--- src/rtl/trilevel_pkg.sv ---
package trilevel_pkg;

  typedef enum logic [1:0] {
    TRI_SPACER = 2'b00,
    TRI_LOW    = 2'b01,
    TRI_HIGH   = 2'b10,
    TRI_BAD    = 2'b11
  } tri_sym_e;

  // A lane carries data when it holds the low or the high level.
  function automatic logic sym_is_data(input logic [1:0] s);
    return (s == TRI_LOW) || (s == TRI_HIGH);
  endfunction

  function automatic logic sym_is_spacer(input logic [1:0] s);
    return s == TRI_SPACER;
  endfunction

  function automatic logic sym_is_bad(input logic [1:0] s);
    return s == TRI_BAD;
  endfunction

  // Direct change between the two data levels with no spacer between.
  function automatic logic sym_is_flip(input logic [1:0] prev, input logic [1:0] cur);
    return sym_is_data(prev) && sym_is_data(cur) && (prev != cur);
  endfunction

  // Spacer-to-data move on a lane.
  function automatic logic sym_is_rise(input logic [1:0] prev, input logic [1:0] cur);
    return sym_is_spacer(prev) && sym_is_data(cur);
  endfunction

endpackage

--- src/rtl/trilevel_lane_watch.sv ---
module trilevel_lane_watch
  import trilevel_pkg::*;
(
  input  logic       clk,
  input  logic       rst_n,
  input  logic [1:0] sym_i,
  input  logic       guard_i,
  output logic       is_data_o,
  output logic       is_spacer_o,
  output logic       bad_o,
  output logic       flip_o,
  output logic       late_rise_o
);

  logic [1:0] prev_q;

  always_ff @(posedge clk) begin
    if (!rst_n) prev_q <= TRI_SPACER;
    else        prev_q <= sym_i;
  end

  always_comb begin
    is_data_o   = sym_is_data(sym_i);
    is_spacer_o = sym_is_spacer(sym_i);
    bad_o       = sym_is_bad(sym_i);
    flip_o      = sym_is_flip(prev_q, sym_i);
    late_rise_o = guard_i && sym_is_rise(prev_q, sym_i);
  end

endmodule

--- src/rtl/trilevel_hold.sv ---
module trilevel_hold
  import trilevel_pkg::*;
#(
  parameter int LANES = 4,
  localparam int W = 2 * LANES
)(
  input  logic         clk,
  input  logic         rst_n,
  input  logic [W-1:0] in_sym_i,
  input  logic         all_data_i,
  input  logic         all_spacer_i,
  input  logic         full_i,
  input  logic         release_i,
  output logic [W-1:0] out_sym_o,
  output logic         busy_o,
  output logic         armed_o,
  output logic         capture_o
);

  logic [W-1:0] hold_q;
  logic         armed_q;

  assign busy_o    = |hold_q;
  assign armed_o   = armed_q;
  assign capture_o = armed_q && all_data_i && !busy_o && !full_i;
  assign out_sym_o = hold_q;

  always_ff @(posedge clk) begin
    if (!rst_n) begin
      hold_q <= '0;
    end else if (release_i) begin
      hold_q <= '0;
    end else if (capture_o) begin
      hold_q <= in_sym_i;
    end
  end

  // The stage re-arms only after the input has been all spacer.
  always_ff @(posedge clk) begin
    if (!rst_n)            armed_q <= 1'b0;
    else if (capture_o)    armed_q <= 1'b0;
    else if (all_spacer_i) armed_q <= 1'b1;
  end

endmodule

--- src/rtl/trilevel_full_engine.sv ---
module trilevel_full_engine (
  input  logic clk,
  input  logic rst_n,
  input  logic clear_i,
  input  logic busy_i,
  output logic full_o,
  output logic release_o
);

  logic clear_q;
  logic full_q;

  assign release_o = clear_i && !clear_q && full_q;
  assign full_o    = full_q;

  always_ff @(posedge clk) begin
    if (!rst_n) clear_q <= 1'b0;
    else        clear_q <= clear_i;
  end

  // Completion detection: full follows a non-spacer output.
  always_ff @(posedge clk) begin
    if (!rst_n)         full_q <= 1'b0;
    else if (release_o) full_q <= 1'b0;
    else if (busy_i)    full_q <= 1'b1;
  end

endmodule

--- src/rtl/trilevel_stage.sv ---
module trilevel_stage
  import trilevel_pkg::*;
#(
  parameter int LANES = 4,
  localparam int W = 2 * LANES
)(
  input  logic         clk,
  input  logic         rst_n,
  input  logic [W-1:0] in_sym,
  input  logic         clear,
  output logic [W-1:0] out_sym,
  output logic         full,
  output logic         proto_err
);

  logic [LANES-1:0] lane_data;
  logic [LANES-1:0] lane_spacer;
  logic [LANES-1:0] lane_bad;
  logic [LANES-1:0] lane_flip;
  logic [LANES-1:0] lane_late;

  logic all_data_w;
  logic all_spacer_w;
  logic busy_w;
  logic armed_w;
  logic capture_w;
  logic release_w;
  logic guard_w;
  logic err_now_w;
  logic err_q;

  assign guard_w = full && !armed_w;

  for (genvar k = 0; k < LANES; k++) begin : g_lane
    trilevel_lane_watch u_watch (
      .clk         (clk),
      .rst_n       (rst_n),
      .sym_i       (in_sym[2*k +: 2]),
      .guard_i     (guard_w),
      .is_data_o   (lane_data[k]),
      .is_spacer_o (lane_spacer[k]),
      .bad_o       (lane_bad[k]),
      .flip_o      (lane_flip[k]),
      .late_rise_o (lane_late[k])
    );
  end

  assign all_data_w   = &lane_data;
  assign all_spacer_w = &lane_spacer;
  assign err_now_w    = (|lane_bad) || (|lane_flip) || (|lane_late);

  trilevel_hold #(.LANES(LANES)) u_hold (
    .clk          (clk),
    .rst_n        (rst_n),
    .in_sym_i     (in_sym),
    .all_data_i   (all_data_w),
    .all_spacer_i (all_spacer_w),
    .full_i       (full),
    .release_i    (release_w),
    .out_sym_o    (out_sym),
    .busy_o       (busy_w),
    .armed_o      (armed_w),
    .capture_o    (capture_w)
  );

  trilevel_full_engine u_full (
    .clk       (clk),
    .rst_n     (rst_n),
    .clear_i   (clear),
    .busy_i    (busy_w),
    .full_o    (full),
    .release_o (release_w)
  );

  always_ff @(posedge clk) begin
    if (!rst_n)         err_q <= 1'b0;
    else if (err_now_w) err_q <= 1'b1;
  end

  assign proto_err = err_q;

endmodule

--- config.mk ---
export PLATFORM = sky130hd
export DESIGN_NAME = trilevel_stage
export DESIGN_NICKNAME = d
export VERILOG_FILES = /design/src/rtl/trilevel_pkg.sv /design/src/rtl/trilevel_lane_watch.sv /design/src/rtl/trilevel_hold.sv /design/src/rtl/trilevel_full_engine.sv /design/src/rtl/trilevel_stage.sv
export SDC_FILE = /design/constraint.sdc
export NUM_CORES = 1
export LEC_CHECK = 0
export CORE_UTILIZATION = 40
export CTS_CLUSTER_DIAMETER = 100
export DETAILED_ROUTE_END_ITERATION = 7
export PLACE_DENSITY = 0.65
export SYNTH_ARGS = -nofsm -noshare
export SYNTH_HDL_FRONTEND = slang
export SYNTH_SLANG_ARGS = --single-unit
--- constraint.sdc ---
create_clock -name clk -period 2.4 [get_ports clk]
set_clock_uncertainty 0.15 [all_clocks]
set_input_delay 0.48 -clock clk [delete_from_list [all_inputs] [get_ports clk]]
set_output_delay 0.48 -clock clk [all_outputs]
set_load 0.005 [all_outputs]
# Word-level counts from Yosys, hierarchy flattened
# Cells that the tools add are included.
# classes
bitwise_logic	1
n_reduce_logical	52
eq_ne	24
# ops
cell	count
$eq A2 B2 Y1 const B	12
$logic_and A1 B1 Y1	22
$eq A2 B1 Y1 const B	8
$logic_not A2 Y1	8
$reduce_or A4 Y1	3
$logic_or A1 B1 Y1	10
$ne A2 B2 Y1	4
$reduce_and A4 Y1	2
$reduce_or A8 Y1	1
$logic_not A1 Y1	4
$reduce_or A2 Y1	2
$not A1 Y1	1
# totals
output_inout_bits	10
regBits	20
elab_cells	86
input_bits	11

# Longest topological paths before layout
# Gate-level depths: netlist of the first run.
# logic_depth
ltp_word	7
ltp_mapped	7
ltp_nobuf	6

# Cells and area by module
# A second synthesis of the first run with hierarchy kept.
# unflattened
cells_unflattened	123
area_unflattened_um2	1107.3
# by_module_without_submodules
module	seq_area_each_um2	instances	cells_each	area_each_um2
trilevel_lane_watch	40.0	4	16	138.9
trilevel_hold	180.2	1	43	410.4
trilevel_stage	20.0	1	10	77.6
trilevel_full_engine	40.0	1	6	63.8

# Least setup slack after synthesis of the first run
# No wires, ideal clock.
# synth_path
kind	input to register
from	input in_sym[6]
to	register err_q, in the netlist proto_err
required_time_ns	2.125
arrival_time_ns	1.619
path_buffers	0
setup_time_ns	0.125
setup_slack_ns	0.506
cell_stages	6
path_cell_list	inv_1 -> ha_1 -> a22o_1 -> a221oi_1 -> nor3b_1 -> o41a_1
# synth_between
elab_chain_cells	7
word_cells_on_any_way	14
cone_classes	eq/ne: 4; reduce/logical: 10
# synth_lines
item	line	source
start, declared	trilevel_stage.sv:9	input logic [W-1:0] in_sym,
$eq A2 B1 Y1 / $eq A2 B2 Y1 (equally long branches)	trilevel_pkg.sv:12	return (s == TRI_LOW) || (s == TRI_HIGH);
$logic_or A1 B1 Y1	trilevel_pkg.sv:12	
$logic_and A1 B1 Y1 (2 in a row)	trilevel_pkg.sv:25	return sym_is_data(prev) && sym_is_data(cur) && (prev != cur);
$reduce_or A4 Y1	trilevel_stage.sv:50	assign err_now_w = (|lane_bad) || (|lane_flip) || (|lane_late);
$logic_or A1 B1 Y1	trilevel_stage.sv:50	
$logic_or A1 B1 Y1 (*)	trilevel_stage.sv:50	
end signal, assigned	trilevel_stage.sv:76	if (!rst_n) err_q <= 1'b0;
end signal, assigned	trilevel_stage.sv:77	else if (err_now_w) err_q <= 1'b1;
end, declared	trilevel_stage.sv:30	logic err_q;
# Every way passes the cells marked *; elsewhere a longest branch is shown, timed or not.
# A chain may end at the register's enable or synchronous reset.

# Worst setup path after layout of the first run
# Same ends and word-level chain as after synthesis.

==> impl_metrics.ini, run 1 <==
[synth]
ys.warnings.count = 0
ys_seq_area_share_pct = 41.1
synth_top_area_share_pct = 41.1
syn_area_um2 = 973
synth.most_common_cell = dfxtp_1
synth_area_leader_cell = dfxtp_1
syn_nets = 127
synthArstFlopShare_pct = 0
synth_cell_type_count = 24
synth_edf_count = 0
yosys-top-cells-count = dfxtp_1, inv_1, ha_1, and2_1, nor2_1
netlist_top_cells_area = dfxtp_1, ha_1, xor2_1
ys_ff_latch = 20
postSynthCellCount = 104
synth_flop_cell = dfxtp_1
synth.avg_cell_area_um2 = 9.36

[cts]
post_cts_buffers = 0
ctsHoldBuffers = 0
clockBufferDepth = 2
clk_pin_slew_worst_paths_ns = 0.12
postCtsResizedCells = 0
cts_made_buffers = 3
cts_sinks = 20
root_buffer = clkbuf_4
clk_latency_ns = 0.31
h-tree-depth = 1
cts_tree = built

[power_and_ir_drop]
p_int_uw = 569
seqPwrFrac_pct = 47.6
p_switching_uw = 161
clkPwrFrac_pct = 38.1
p_leak_uw = 0.000591
vdd_drop_max_mv = 0.378
power_frac_comb_pct = 14.3
sw_frac_of_total_pct = 22.1
p_per_area_nw_per_um2 = 551

[drt]
postRouteAntennaNets = 0
drt_iter0_markers = 8
post_drt_wl_per_cell_um = 12.6
wirelength_um = 2070
drc = 0
drtPass1Iterations = 4
vias = 791
viasPerCell = 4.82

[die]
ios = 21
die-area_um2 = 2630
core_area_um2 = 2250
initial_utilization_pct = 43.2
fp.dieH_um = 51.3
die_w_um = 51.3
rows = 17

[grt]
met3_usage_pct = 4.17
grt_start_max_net_pins = 13
use_met2_pct = 30.0
grt_pass1_wl_um = 3680
overflow = 0
met1_usage_pct = 26.2
grtUsageTotal_pct = 19.5
grt_antenna_before_repair = 0
busiest_layer = met2
grt_pass1_vias = 807

[timing]
fin_crit_sh_pct = 91.0
slew_headroom_pct = 78.3
whs_ns = 0.366
post-route-min-period_ns = 2.18
setup_ws_ns = 0.217
tns_ns = 0
finalSetupViolCount = 0
rsz0062_at_grt = no
slew_violations = 0
hold_violations = 0
fmax_ghz = 0.458
worst_slew_pin_slew_ns = 0.322

[status]
status = completed

[place]
place_hpwl_um = 1630
dpl_cell_area_um2 = 1270
pre_cts_slack_ns = -0.107
portBuffers = 20
gp_routability_congestion = 0.811

[setup_path]
cp_slowest_cell = clkdlybuf4s50_1
cp_max_fo = 3
worstPathCellList = clkdlybuf4s50_1, inv_1, ha_1, a22o_1, a221oi_1, nor3b_1, o41a_1
crit_family = compound AO/OA/AOI/OAI gates
criticalPathCategory = input pin to register
worst-path-buf-inv = 2
slowest_delay_ns = 0.48
worstPathRequired_ns = 2.45
cp-start-kind = input pin
endpoint_kind = register
worst-endpoint-arrival_ns = 2.23

[finish]
syn_to_final_growth_pct = 36.1
antenna_cells = 0
layout.cell_area.non_filler_um2 = 1330
nNetsFinal = 160
drive_gt1_share_pct = 10.3

[job]
drv_cap = 0

[hold_path]
worstHoldPathType = register to register
worst register-to-register path, delay by kind of cell, from the launching register on:
kind            cells  cell delay [ns]
compound gates      3             0.82
flops               1             0.37
fa+ha+maj           1             0.19
simple gates        1             0.10
buf+inv             1             0.06
per-stage QoR:
step / util, % / power, uW / instances
finish: 58.8 / 731 / 164
detailed placement: 56.4 / 460 / 160
CTS: 58.8 / 740 / 164
global placement: 56.4 / 458 / 160
global route: 58.8 / 769 / 164
floorplan: - / 402 / 104
final timing paths:
kind,startpoint,endpoint,slack [ns],depth (start not counted)
setup reg to reg,g_lane[3].u_watch.prev_q[0]$_SDFF_PN0_,proto_err$_SDFFE_PN0P_,0.62,6
hold / removal,u_hold.out_sym_o[3]$_SDFFE_PP0P_,u_hold.out_sym_o[3]$_SDFFE_PP0P_,0.37,2
hold reg to reg,u_hold.out_sym_o[3]$_SDFFE_PP0P_,u_hold.out_sym_o[3]$_SDFFE_PP0P_,0.37,2
setup / recovery,in_sym[6],proto_err$_SDFFE_PN0P_,0.22,7
flip-flops by register name, indices dropped and copies added (netlist names):
register               count
u_full.full_o              1
u_hold.out_sym_o           8
u_full.clear_q             1
proto_err                  1
g_lane.u_watch.prev_q      8
u_hold.armed_o             1
final cells by class:
| cell class | count | area [um2] |
|---|---|---|
| Multi-Input combinational cell | 66 | 502 |
| Fill cell | 221 | 930 |
| Timing Repair Buffer | 30 | 275 |
| Clock buffer | 3 | 22.5 |
| Sequential cell | 20 | 400 |
| Inverter | 16 | 60.1 |
| Clock inverter | 1 | 30.0 |
| Tap cell | 28 | 35.0 |
kinds of logic (layout without fill, tap and decap cells):
| kind of cell | Yosys count | in the layout | share of synthesized area [%] |
|---|---|---|---|
| buf+inv | 18 | 50 | 7.33 |
| flops | 20 | 20 | 41.1 |
| compound gates | 17 | 17 | 11.7 |
| simple gates | 29 | 29 | 17.2 |
| xor+xnor | 8 | 8 | 7.20 |
| fa+ha+maj | 12 | 12 | 15.4 |
cells in the final DEF, fill, tap and decap left out, drive strengths merged, types with 2 or more instances in the layout:
cell type,n
ha,12
dfxtp,20
nor2,9
and2,9
buf,10
xor2,8
inv,16
clkbuf,3
and4,2
o211ai,4
clkdlybuf4s50,20
a21oi,8
nor3b,2
power by group through the flow:
stage	combinational (uW)	sequential (uW)	clock, uW
finish	105	348	278
floorplan	48.5	354	0
global route	117	349	303
detailed placement	105	355	0
CTS	105	348	287
global placement	103	355	0
layer usage:
| layer | routed length (um) | part of all wire (%) |
|---|---|---|
| met5 | 0 | 0 |
| met4 | 37 | 1.8 |
| met3 | 87 | 4.2 |
| met2 | 908 | 44 |
| met1 | 1040 | 50 |
(Power assumes the default switching activity.)
==> run 2, diff against run 1 <==
- TNS_END_PERCENT: unset -> 50
==> results of run 2 <==
The final DEF is identical to that of run 1; final timing and power are the same.
==> run 3, diff against run 2 <==
- HOLD_SLACK_MARGIN: unset -> 0.12
==> results of run 3 <==
The final DEF is identical to that of run 1; final timing and power are the same.
